File: src/rtl/vcmp_pkg.sv
package vcmp_pkg;

    localparam int PICK_W = 2;
    localparam int CMP_W  = 4;
    localparam int JOIN_W = 2;

    typedef enum logic [CMP_W-1:0] {
        CMP_NEVER  = 4'd0,
        CMP_LT     = 4'd1,
        CMP_EQ     = 4'd2,
        CMP_LE     = 4'd3,
        CMP_GT     = 4'd4,
        CMP_NE     = 4'd5,
        CMP_GE     = 4'd6,
        CMP_ALWAYS = 4'd7
    } cmp_code_e;

    typedef enum logic [JOIN_W-1:0] {
        JOIN_AND = 2'd0,
        JOIN_OR  = 2'd1,
        JOIN_XOR = 2'd2,
        JOIN_BAD = 2'd3
    } join_code_e;

    typedef enum logic [PICK_W-1:0] {
        HALF_LO   = 2'd0,
        HALF_HI   = 2'd1,
        HALF_FULL = 2'd2,
        HALF_RSVD = 2'd3
    } half_sel_e;

    function automatic logic join_apply(input join_code_e op, input logic term, input logic src);
        unique case (op)
            JOIN_AND: join_apply = term & src;
            JOIN_OR:  join_apply = term | src;
            JOIN_XOR: join_apply = term ^ src;
            default:  join_apply = 1'b0;
        endcase
    endfunction

endpackage

File: src/rtl/vcmp_operand.sv
module vcmp_operand
    import vcmp_pkg::*;
#(
    parameter int DATA_W = 32,
    parameter int IMM_W  = 16,
    parameter int EXT_W  = 18
) (
    input  logic [DATA_W-1:0]       word,
    input  logic [IMM_W-1:0]        imm,
    input  logic                    from_reg,
    input  logic                    wide,
    input  logic                    sgn,
    input  logic [PICK_W-1:0]       pick,
    output logic signed [EXT_W-1:0] value,
    output logic                    bad
);
    localparam int NUM_LANES = DATA_W / 8;
    localparam int HALF_W    = DATA_W / 2;

    logic [7:0]        lanes [NUM_LANES];
    logic [7:0]        lane;
    logic [HALF_W-1:0] half_lo;
    logic [HALF_W-1:0] half_hi;

    generate
        for (genvar g = 0; g < NUM_LANES; g++) begin : g_lane
            assign lanes[g] = word[g*8 +: 8];
        end
    endgenerate

    assign lane    = lanes[pick];
    assign half_lo = word[HALF_W-1:0];
    assign half_hi = word[DATA_W-1:HALF_W];

    always_comb begin
        bad   = 1'b0;
        value = '0;
        if (!from_reg) begin
            value = {{(EXT_W-IMM_W){sgn & imm[IMM_W-1]}}, imm};
        end else if (!wide) begin
            value = {{(EXT_W-8){sgn & lane[7]}}, lane};
        end else begin
            unique case (half_sel_e'(pick))
                HALF_LO: value = {{(EXT_W-HALF_W){sgn & half_lo[HALF_W-1]}}, half_lo};
                HALF_HI: value = {{(EXT_W-HALF_W){sgn & half_hi[HALF_W-1]}}, half_hi};
                default: bad = 1'b1;
            endcase
        end
    end

endmodule

File: src/rtl/vcmp_compare.sv
module vcmp_compare
    import vcmp_pkg::*;
#(
    parameter int EXT_W = 18
) (
    input  logic signed [EXT_W-1:0] lhs,
    input  logic signed [EXT_W-1:0] rhs,
    input  logic [CMP_W-1:0]        code,
    output logic                    hit,
    output logic                    bad
);
    logic lt;
    logic eq;

    assign lt = lhs < rhs;
    assign eq = lhs == rhs;

    always_comb begin
        bad = 1'b0;
        hit = 1'b0;
        unique case (cmp_code_e'(code))
            CMP_NEVER:  hit = 1'b0;
            CMP_LT:     hit = lt;
            CMP_EQ:     hit = eq;
            CMP_LE:     hit = lt | eq;
            CMP_GT:     hit = !(lt | eq);
            CMP_NE:     hit = !eq;
            CMP_GE:     hit = !lt;
            CMP_ALWAYS: hit = 1'b1;
            default:    bad = 1'b1;
        endcase
    end

endmodule

File: src/rtl/vcmp_pred_file.sv
module vcmp_pred_file #(
    parameter int PIDX_W = 3
) (
    input  logic                  clk,
    input  logic                  rst_n,
    input  logic [PIDX_W-1:0]     rd_idx,
    output logic                  rd_val,
    input  logic                  w0_en,
    input  logic [PIDX_W-1:0]     w0_idx,
    input  logic                  w0_val,
    input  logic                  w1_en,
    input  logic [PIDX_W-1:0]     w1_idx,
    input  logic                  w1_val,
    output logic [(1<<PIDX_W)-2:0] state
);
    localparam int NUM_PRED = 1 << PIDX_W;
    localparam int NUM_STORE = NUM_PRED - 1;
    localparam logic [PIDX_W-1:0] CONST_IDX = PIDX_W'(NUM_PRED - 1);

    logic [NUM_STORE-1:0] pred_q;
    logic [NUM_PRED-1:0]  view;

    assign view   = {1'b1, pred_q};
    assign rd_val = view[rd_idx];
    assign state  = pred_q;

    generate
        for (genvar i = 0; i < NUM_STORE; i++) begin : g_bit
            logic hit0;
            logic hit1;
            assign hit0 = w0_en && (w0_idx == PIDX_W'(i));
            assign hit1 = w1_en && (w1_idx == PIDX_W'(i));
            always_ff @(posedge clk or negedge rst_n) begin
                if (!rst_n) begin
                    pred_q[i] <= 1'b0;
                end else if (hit0) begin
                    pred_q[i] <= w0_val;
                end else if (hit1) begin
                    pred_q[i] <= w1_val;
                end
            end
        end
    endgenerate

    AST_RESET_CLEAR: assert property (@(posedge clk) !rst_n |=> pred_q == '0);
    AST_SEC_NOT_CONST: assert property (@(posedge clk) disable iff (!rst_n)
        w1_en |-> w1_idx != CONST_IDX);
    AST_IDLE_HOLD: assert property (@(posedge clk) disable iff (!rst_n)
        !w0_en && !w1_en |=> $stable(pred_q));

endmodule

File: src/rtl/vcmp_pred_unit.sv
module vcmp_pred_unit
    import vcmp_pkg::*;
#(
    parameter int DATA_W = 32,
    parameter int IMM_W  = 16,
    parameter int PIDX_W = 3
) (
    input  logic                      clk,
    input  logic                      rst_n,
    input  logic                      issue,
    input  logic [DATA_W-1:0]         opa_word,
    input  logic [DATA_W-1:0]         opb_word,
    input  logic [IMM_W-1:0]          imm_b,
    input  logic                      a_wide,
    input  logic                      a_signed,
    input  logic [1:0]                a_pick,
    input  logic                      b_wide,
    input  logic                      b_signed,
    input  logic [1:0]                b_pick,
    input  logic                      b_from_reg,
    input  logic [3:0]                cmp_code,
    input  logic [1:0]                join_code,
    input  logic [PIDX_W-1:0]         src_idx,
    input  logic [PIDX_W-1:0]         dst_main_idx,
    input  logic [PIDX_W-1:0]         dst_inv_idx,
    output logic [(1<<PIDX_W)-2:0]    pred_bits
);
    localparam int HALF_W   = DATA_W / 2;
    localparam int RAW_W    = (HALF_W > IMM_W) ? HALF_W : IMM_W;
    localparam int EXT_W    = RAW_W + 2;
    localparam int NUM_PRED = 1 << PIDX_W;
    localparam logic [PIDX_W-1:0] CONST_IDX = PIDX_W'(NUM_PRED - 1);

    logic signed [EXT_W-1:0] val_a;
    logic signed [EXT_W-1:0] val_b;
    logic                    bad_a;
    logic                    bad_b;
    logic                    cmp_hit;
    logic                    cmp_bad;
    logic                    src_val;
    logic                    legal;
    logic                    main_val;
    logic                    inv_val;
    logic                    main_en;
    logic                    inv_en;
    join_code_e              join_op;

    vcmp_operand #(.DATA_W(DATA_W), .IMM_W(IMM_W), .EXT_W(EXT_W)) u_opa (
        .word     (opa_word),
        .imm      ('0),
        .from_reg (1'b1),
        .wide     (a_wide),
        .sgn      (a_signed),
        .pick     (a_pick),
        .value    (val_a),
        .bad      (bad_a)
    );

    vcmp_operand #(.DATA_W(DATA_W), .IMM_W(IMM_W), .EXT_W(EXT_W)) u_opb (
        .word     (opb_word),
        .imm      (imm_b),
        .from_reg (b_from_reg),
        .wide     (b_wide),
        .sgn      (b_signed),
        .pick     (b_pick),
        .value    (val_b),
        .bad      (bad_b)
    );

    vcmp_compare #(.EXT_W(EXT_W)) u_cmp (
        .lhs  (val_a),
        .rhs  (val_b),
        .code (cmp_code),
        .hit  (cmp_hit),
        .bad  (cmp_bad)
    );

    assign join_op  = join_code_e'(join_code);
    assign legal    = !bad_a && !bad_b && !cmp_bad && (join_op != JOIN_BAD)
                      && (dst_main_idx != CONST_IDX);
    assign main_val = join_apply(join_op, cmp_hit, src_val);
    assign inv_val  = join_apply(join_op, !cmp_hit, src_val);
    assign main_en  = issue && legal;
    assign inv_en   = issue && legal && (dst_inv_idx != CONST_IDX);

    vcmp_pred_file #(.PIDX_W(PIDX_W)) u_pfile (
        .clk    (clk),
        .rst_n  (rst_n),
        .rd_idx (src_idx),
        .rd_val (src_val),
        .w0_en  (main_en),
        .w0_idx (dst_main_idx),
        .w0_val (main_val),
        .w1_en  (inv_en),
        .w1_idx (dst_inv_idx),
        .w1_val (inv_val),
        .state  (pred_bits)
    );

    logic ops_ok;
    assign ops_ok = !(a_wide && a_pick[1]) && !(b_from_reg && b_wide && b_pick[1]);

    AST_BAD_JOIN_HOLD: assert property (@(posedge clk) disable iff (!rst_n)
        issue && join_code == 2'd3 |=> $stable(pred_bits));
    AST_MAIN_CONST_HOLD: assert property (@(posedge clk) disable iff (!rst_n)
        issue && dst_main_idx == CONST_IDX |=> $stable(pred_bits));
    AST_ALWAYS_OR_SETS: assert property (@(posedge clk) disable iff (!rst_n)
        issue && ops_ok && cmp_code == 4'd7 && join_code == 2'd1 && dst_main_idx != CONST_IDX
        |=> pred_bits[$past(dst_main_idx)]);
    AST_XOR_SPLIT: assert property (@(posedge clk) disable iff (!rst_n)
        issue && ops_ok && cmp_code == 4'd7 && join_code == 2'd2 && src_idx == CONST_IDX
        && dst_main_idx != dst_inv_idx && dst_main_idx != CONST_IDX && dst_inv_idx != CONST_IDX
        |=> !pred_bits[$past(dst_main_idx)] && pred_bits[$past(dst_inv_idx)]);

endmodule

File: config.mk
export PLATFORM = sky130hd
export DESIGN_NAME = vcmp_pred_unit
export DESIGN_NICKNAME = d
export VERILOG_FILES = /design/src/rtl/vcmp_pkg.sv /design/src/rtl/vcmp_operand.sv /design/src/rtl/vcmp_compare.sv /design/src/rtl/vcmp_pred_file.sv /design/src/rtl/vcmp_pred_unit.sv
export SDC_FILE = /design/constraint.sdc
export NUM_CORES = 1
export LEC_CHECK = 0
export BUFFER_PORTS_ARGS = -buffer_cell sky130_fd_sc_hd__buf_2
export CORE_MARGIN = 4
export CORE_UTILIZATION = 48
export DETAILED_ROUTE_END_ITERATION = 12
export PLACE_DENSITY = 0.9
export RECOVER_POWER = 50
export SLEW_MARGIN = 20
export SYNTH_ARGS = -nofsm -noshare
export SYNTH_HDL_FRONTEND = slang
export SYNTH_SLANG_ARGS = --single-unit
File: constraint.sdc
create_clock -name clk -period 2.4 [get_ports clk]
set_clock_uncertainty 0.1 [all_clocks]
set_input_delay 0.36 -clock clk [delete_from_list [all_inputs] [get_ports clk]]
set_output_delay 0.36 -clock clk [all_outputs]
set_load 0.02 [all_outputs]
# [Yosys cells after proc, flatten, opt, wreduce, memory -nomap -nowiden]
# Index checks and enable logic that the tools add are counted.
[classes] eq_ne=27 bitwise_logic=16 n_mux=35 n_reduce_logical=42 order_cmp=4
[op_table] operator="$pmux W18 S2" n=2
[op_table] operator="$mux W18" n=3
[op_table] operator="$bmux W8 S2" n=2
[op_table] operator="$mux W8" n=4
[op_table] operator="$logic_and A1 B1 Y1" n=20
[op_table] operator="$mux W1" n=20
[op_table] operator="$eq A18 B18 Y1" n=1
[op_table] operator="$eq A3 B3 Y1 const B" n=6
[op_table] operator="$lt A18 B18 Y1" n=1
[op_table] operator="$eq A4 B3 Y1 const B" n=4
[op_table] operator="$reduce_bool A2 Y1" n=7
[op_table] operator="$eq A3 B2 Y1 const B" n=4
[op_table] operator="$and A1 B1 Y1" n=9
[op_table] operator="$eq A4 B2 Y1 const B" n=2
[op_table] operator="$reduce_or A8 Y1" n=1
[op_table] operator="$pmux W1 S7" n=1
[op_table] operator="$eq A2 B1 Y1 const B" n=3
[op_table] operator="$eq A3 B1 Y1 const B" n=2
[op_table] operator="$ge A3 B3 Y1 const B" n=2
[op_table] operator="$logic_not A1 Y1" n=6
[op_table] operator="$logic_not A2 Y1" n=3
[op_table] operator="$logic_not A3 Y1" n=2
[op_table] operator="$ne A3 B3 Y1 const B" n=2
[op_table] operator="$not A2 Y3" n=2
[op_table] operator="10 further kinds" n=15
[totals] register_bits=7 out_inout_bits=7

# [Logic depth before layout (Yosys ltp)]
[depth] word_depth=16 mapped_depth=20

# [Modules after synthesis]
# A second synthesis with hierarchy kept.
[hier_totals] cells_unflattened=349 hier_area_um2=2850.2
[by_module_without_submodules] mod="vcmp_operand" cells_per_inst=105 seq_area_each_um2=0.0 area_per_inst_um2=820.8 n_inst=2
[by_module_without_submodules] mod="vcmp_compare" cells_per_inst=74 seq_area_each_um2=0.0 area_per_inst_um2=541.8 n_inst=1
[by_module_without_submodules] mod="vcmp_pred_file" cells_per_inst=45 seq_area_each_um2=175.2 area_per_inst_um2=511.7 n_inst=1
[by_module_without_submodules] mod="vcmp_pred_unit" cells_per_inst=20 seq_area_each_um2=0.0 area_per_inst_um2=155.1 n_inst=1

# [Worst setup path after synthesis]
# OpenSTA, ideal clock, no wires.
[synth_timing] path_kind="input to register" from="input a_pick[1]" to="register u_pfile.pred_q[4], in the netlist u_pfile.state[4]" n_path_buf=2 arrival_ns=3.740 cell_stages=18 slack_ns=-1.520 cell_sequence="clkbuf_1 buf_2 mux4_2 nand2_1 o21ai_0 ha_1 nand4_1 nor4_4 o31ai_1 and4_1 or2_1 a211o_1 ha_1 inv_1 mux2i_1 o21ai_1 mux2i_1 mux2i_1"
[synth_between] elab_chain_len=15 word_cells_on_any_way=40 cone_classes="order compare (1); eq/ne (2); mux (12); bitwise (9); reduce/logical (16)"
[synth_lines] element="from (decl)" line_no="vcmp_pred_unit.sv:16" source="input logic [1:0] a_pick,"
[synth_lines] element="$not A2 Y3 (implied by the code)" line_no="vcmp_operand.sv:31" source="assign lane = lanes[pick];"
[synth_lines] element="$bmux W8 S2" line_no="vcmp_operand.sv:31"
[synth_lines] element="$mux W8 (implied by the code) (2 in series)" line_no="vcmp_operand.sv:31"
[synth_lines] element="$and A1 B1 Y1" line_no="vcmp_operand.sv:41" source="value = {{(EXT_W-8){sgn & lane[7]}}, lane};"
[synth_lines] element="$mux W18" line_no="vcmp_operand.sv:40" source="end else if (!wide) begin"
[synth_lines] element="$lt A18 B18 Y1 or $eq A18 B18 Y1 (tied branches)" line_no="vcmp_compare.sv:15, vcmp_compare.sv:16"
[synth_lines] element="$or A1 B1 Y1" line_no="vcmp_compare.sv:25, vcmp_compare.sv:26"
[synth_lines] element="$logic_not A1 Y1" line_no="vcmp_compare.sv:26" source="CMP_GT: hit = !(lt | eq);"
[synth_lines] element="$pmux W1 S7" line_no="vcmp_compare.sv:21" source="unique case (cmp_code_e'(code))"
[synth_lines] element="$logic_not A1 Y1" line_no="vcmp_pred_unit.sv:82" source="assign inv_val = join_apply(join_op, !cmp_hit, src_val);"
[synth_lines] element="$xor A1 B1 Y1 (tied with other cells)" line_no="vcmp_pkg.sv:36" source="JOIN_XOR: join_apply = term ^ src;"
[synth_lines] element="$pmux W1 S3" line_no="vcmp_pkg.sv:33" source="unique case (op)"
[synth_lines] element="$mux W1" line_no="vcmp_pred_file.sv:38" source="end else if (hit1) begin"
[synth_lines] element="$mux W1" line_no="vcmp_pred_file.sv:36" source="end else if (hit0) begin"
[synth_lines] element="to (signal, indexed assignment)" line_no="vcmp_pred_file.sv:37" source="pred_q[i] <= w0_val;"
[synth_lines] element="to (signal, indexed assignment)" line_no="vcmp_pred_file.sv:39" source="pred_q[i] <= w1_val;"
[synth_lines] element="to (decl)" line_no="vcmp_pred_file.sv:20" source="logic [NUM_STORE-1:0] pred_q;"
# Parallel ways exist; a longest one is shown, timed or not. The select of a mux whose other input is x is not followed.
# A chain may end at the register's enable or synchronous reset.

# [Worst setup path in the final report]
[layout_timing] from="input a_pick[1]" to="register u_pfile.pred_q[3], in the netlist u_pfile.state[3]"
# The elaborated chain is that of the path after synthesis.

==> results_dict.tcl <==
set metrics [dict create \
    required_ps 2390 \
    yosysWarnings 0 \
    slew_headroom_pct 72.9 \
    place_congestion 0.970 \
    globalRouteTotalUtil_pct 26.9 \
    wire_per_inst_um 17.7 \
    setup_viol 7 \
    ff2ff_path_depth 9 \
    vdd_drop_max_uv 200 \
    detail-route-antenna-nets 0 \
    ctsHtreeMaxLevel 1 \
    dp_hpwl_mm 6.81 \
    r2r_slack_ps 50 \
    gr-total-overflow 0 \
    async_reset_ff_share_pct 100 \
    crit_buf_inv 3 \
    grt_pass1_wl_mm 13.5 \
    drcViolationCount 0 \
    diodes 0 \
    register_area_um2 175 \
    synth_fp_nets 424 \
    p_per_area_nw_per_um2 362 \
    synth_top_area_cell "mux2i_1" \
    p_leak_nw 1.73 \
    critPathMaxFanout 8 \
    clockBufferDepth 2 \
    tns_ps -10930 \
    wirelength_mm 8.86 \
    fin_crit_ps 3980 \
    pre_cts_slack_ps -1760 \
    num_vias 3060 \
    synth.top_cell.area_share_pct 23.4 \
    cts_made_buffers 3 \
    worst_hold_path_type "input port to register" \
    netlist_instances 296 \
    fill_cells 302 \
    end_kind "register" \
    avgSynthCellArea_um2 7.81 \
    rows 24 \
    die_area_um2 5990 \
    cp.arrival_ps 3980 \
    coreArea_um2 4500 \
    root_buffer "clkbuf_8" \
    final_nets 578 \
    start_kind "input port" \
    viasPerCell 6.11 \
    worst_path_dominant_cell_family "compound AO/OA/AOI/OAI gates" \
    clk_pin_slew_ps 40 \
    grt_max_degree 17 \
    largest_reg_flops 7 \
    syn_area_um2 2310 \
    cts_tree "done" \
    synthToLayoutAreaGrowth_pct 50.9 \
    ios 114 \
    synth_edf_count 0 \
    start_util_pct 51.3 \
    layout-drive-gt1-share_pct 46.8 \
    synth.distinct_cells 40 \
    maxCapViolCount 0 \
    grt_antenna_before_repair 0 \
    drt_iter0_markers 192 \
    synth_seq_area_share_pct 7.58 \
    finalMaxSlewViolations 0 \
    path_cells "buf_2, mux4_2, nand2_1, o21ai_0, ha_1, and4_1, o21a_1, o31ai_2, a31oi_2, or2_1, a211o_1, buf_4, ha_1, inv_1, mux2i_1, o21ai_2, mux2i_1" \
    tightest_slew_ps 407 \
    ys_ff_latch 7 \
    fmax_mhz 251 \
    clkSinkCount 7 \
    clkLatencyLatePin_ps 230 \
    critPathSlowestCell "mux4_2" \
    r2r_end "u_pfile.state[1]" \
    rsz0062_at_grt "yes" \
    path_depth 17 \
    grt_pass1_vias 3053 \
    r2r-start "u_pfile.state[1]" \
    die-height_um 77.4 \
    fp.dieW_um 77.4 \
    synth_flop_cell "dfrtp_1" \
    startpoint "a_pick[1]" \
    post-route-util_pct 77.4 \
    ys_top_cells_by_area "mux2i_1 23%, ha_1 11%, mux4_2 8.8%, dfrtp_1 7.6%, a21oi_1 6.3%" \
    placement.io_buffers 113 \
    critPathKind "input port to register" \
    crit_end "u_pfile.state[3]" \
    status "finished with violations" \
    dr.pass1.iters 4 \
    violations "negative setup slack" \
    fin_crit_sh_pct 166 \
    multiInputGateArea_um2 2170 \
    finalHoldViolations 0 \
    max_stage_delay_ps 540 \
    setup_ws_ps -1580 \
]
cell usage in the layout, fill, tap and decap left out, types with 4 or more instances in the layout:
| cell | n |
|---|---|
| a211oi_1 | 5 |
| o21ai_1 | 5 |
| nand2_1 | 24 |
| nand3b_1 | 4 |
| a21oi_1 | 21 |
| a21oi_2 | 8 |
| nor2_1 | 24 |
| o21ai_0 | 21 |
| nor3b_1 | 6 |
| inv_1 | 6 |
| ha_1 | 20 |
| nor2b_1 | 12 |
| buf_2 | 108 |
| nor3_1 | 4 |
| dfrtp_1 | 7 |
| mux2_2 | 7 |
| mux4_2 | 9 |
| buf_4 | 50 |
| mux2i_1 | 52 |
worst min path at each step:
stage	cells past startpoint	end	from
6_report	3	u_pfile.state[5]	dst_main_idx[1]
5_1_grt	3	u_pfile.state[5]	dst_main_idx[1]
4_1_cts	2	u_pfile.state[5]	rst_n
3_5_place_dp	1	u_pfile.state[6]	rst_n
3_3_place_gp	1	u_pfile.state[6]	rst_n
2_1_floorplan	0	u_pfile.state[0]	rst_n
where the power goes:
| group | switching (mW) | internal [mW] | total, mW | leakage [nW] |
|---|---|---|---|---|
| clock | 0.0565 | 0.115 | 0.172 | 0.0228 |
| combinational | 0.467 | 0.418 | 0.885 | 1.62 |
| sequential | 0.0420 | 0.164 | 0.206 | 0.0892 |
| total | 0.565 | 0.697 | 1.26 | 1.73 |
metal layers:
layer | part of all wire (%) | track usage (%)
met1 | 38 | 29.7
met2 | 50 | 49.7
met3 | 7.0 | 4.51
met4 | 4.5 | 12.8
met5 | 0 | 0
Yosys cell counts, types with 6 or more instances:
cell type,number
mux2i_1,54
a21oi_1,29
o21ai_0,27
nand2_1,25
nor2_1,24
ha_1,21
nor2b_1,13
clkbuf_1,9
mux4_2,9
buf_2,7
dfrtp_1,7
mux2_2,7
a211oi_1,6
inv_1,6
nor3b_1,6
worst min-delay path: stages:
cell and delay [ps]:
buf_2 150, nor3b_1 80, mux2i_1 110
final cells by class:
class	instances	share of cell area, %
inverter	7	0.789
clock buffer	4	1.29
tap	52	1.87
timing repair buffer	166	28.8
sequential	7	5.02
multi-input combinational	265	62.2
logic make-up after synthesis:
kind of cell / after synthesis / share of synthesized area [%]
simple gates: 97 / 22.4
compound gates: 77 / 18.8
mux: 70 / 35.6
buf+inv: 24 / 4.27
fa+ha+maj: 21 / 11.4
flops: 7 / 7.58
metrics by stage:
stage / total power, mW / cells / hold WS [ps] / instance area, um^2
6_report: 1.26 / 501 / 423 / 3490
3_3_place_gp: 0.943 / 489 / 95.1 / 3250
2_1_floorplan: 0.676 / 296 / -35.6 / 2400
3_5_place_dp: 0.991 / 489 / 100 / 3250
4_1_cts: 1.21 / 498 / 397 / 3420
5_1_grt: 1.35 / 501 / 435 / 3490
timing repair:
action	in CTS	in global routing
hold buffers	1	0
pin swaps	19	13
endpoints found under the hold margin	7	0
endpoints found under the setup margin	7	7
setup buffers	5	3
gates resized for setup	20	13
Power figures use the tool's default switching activity.
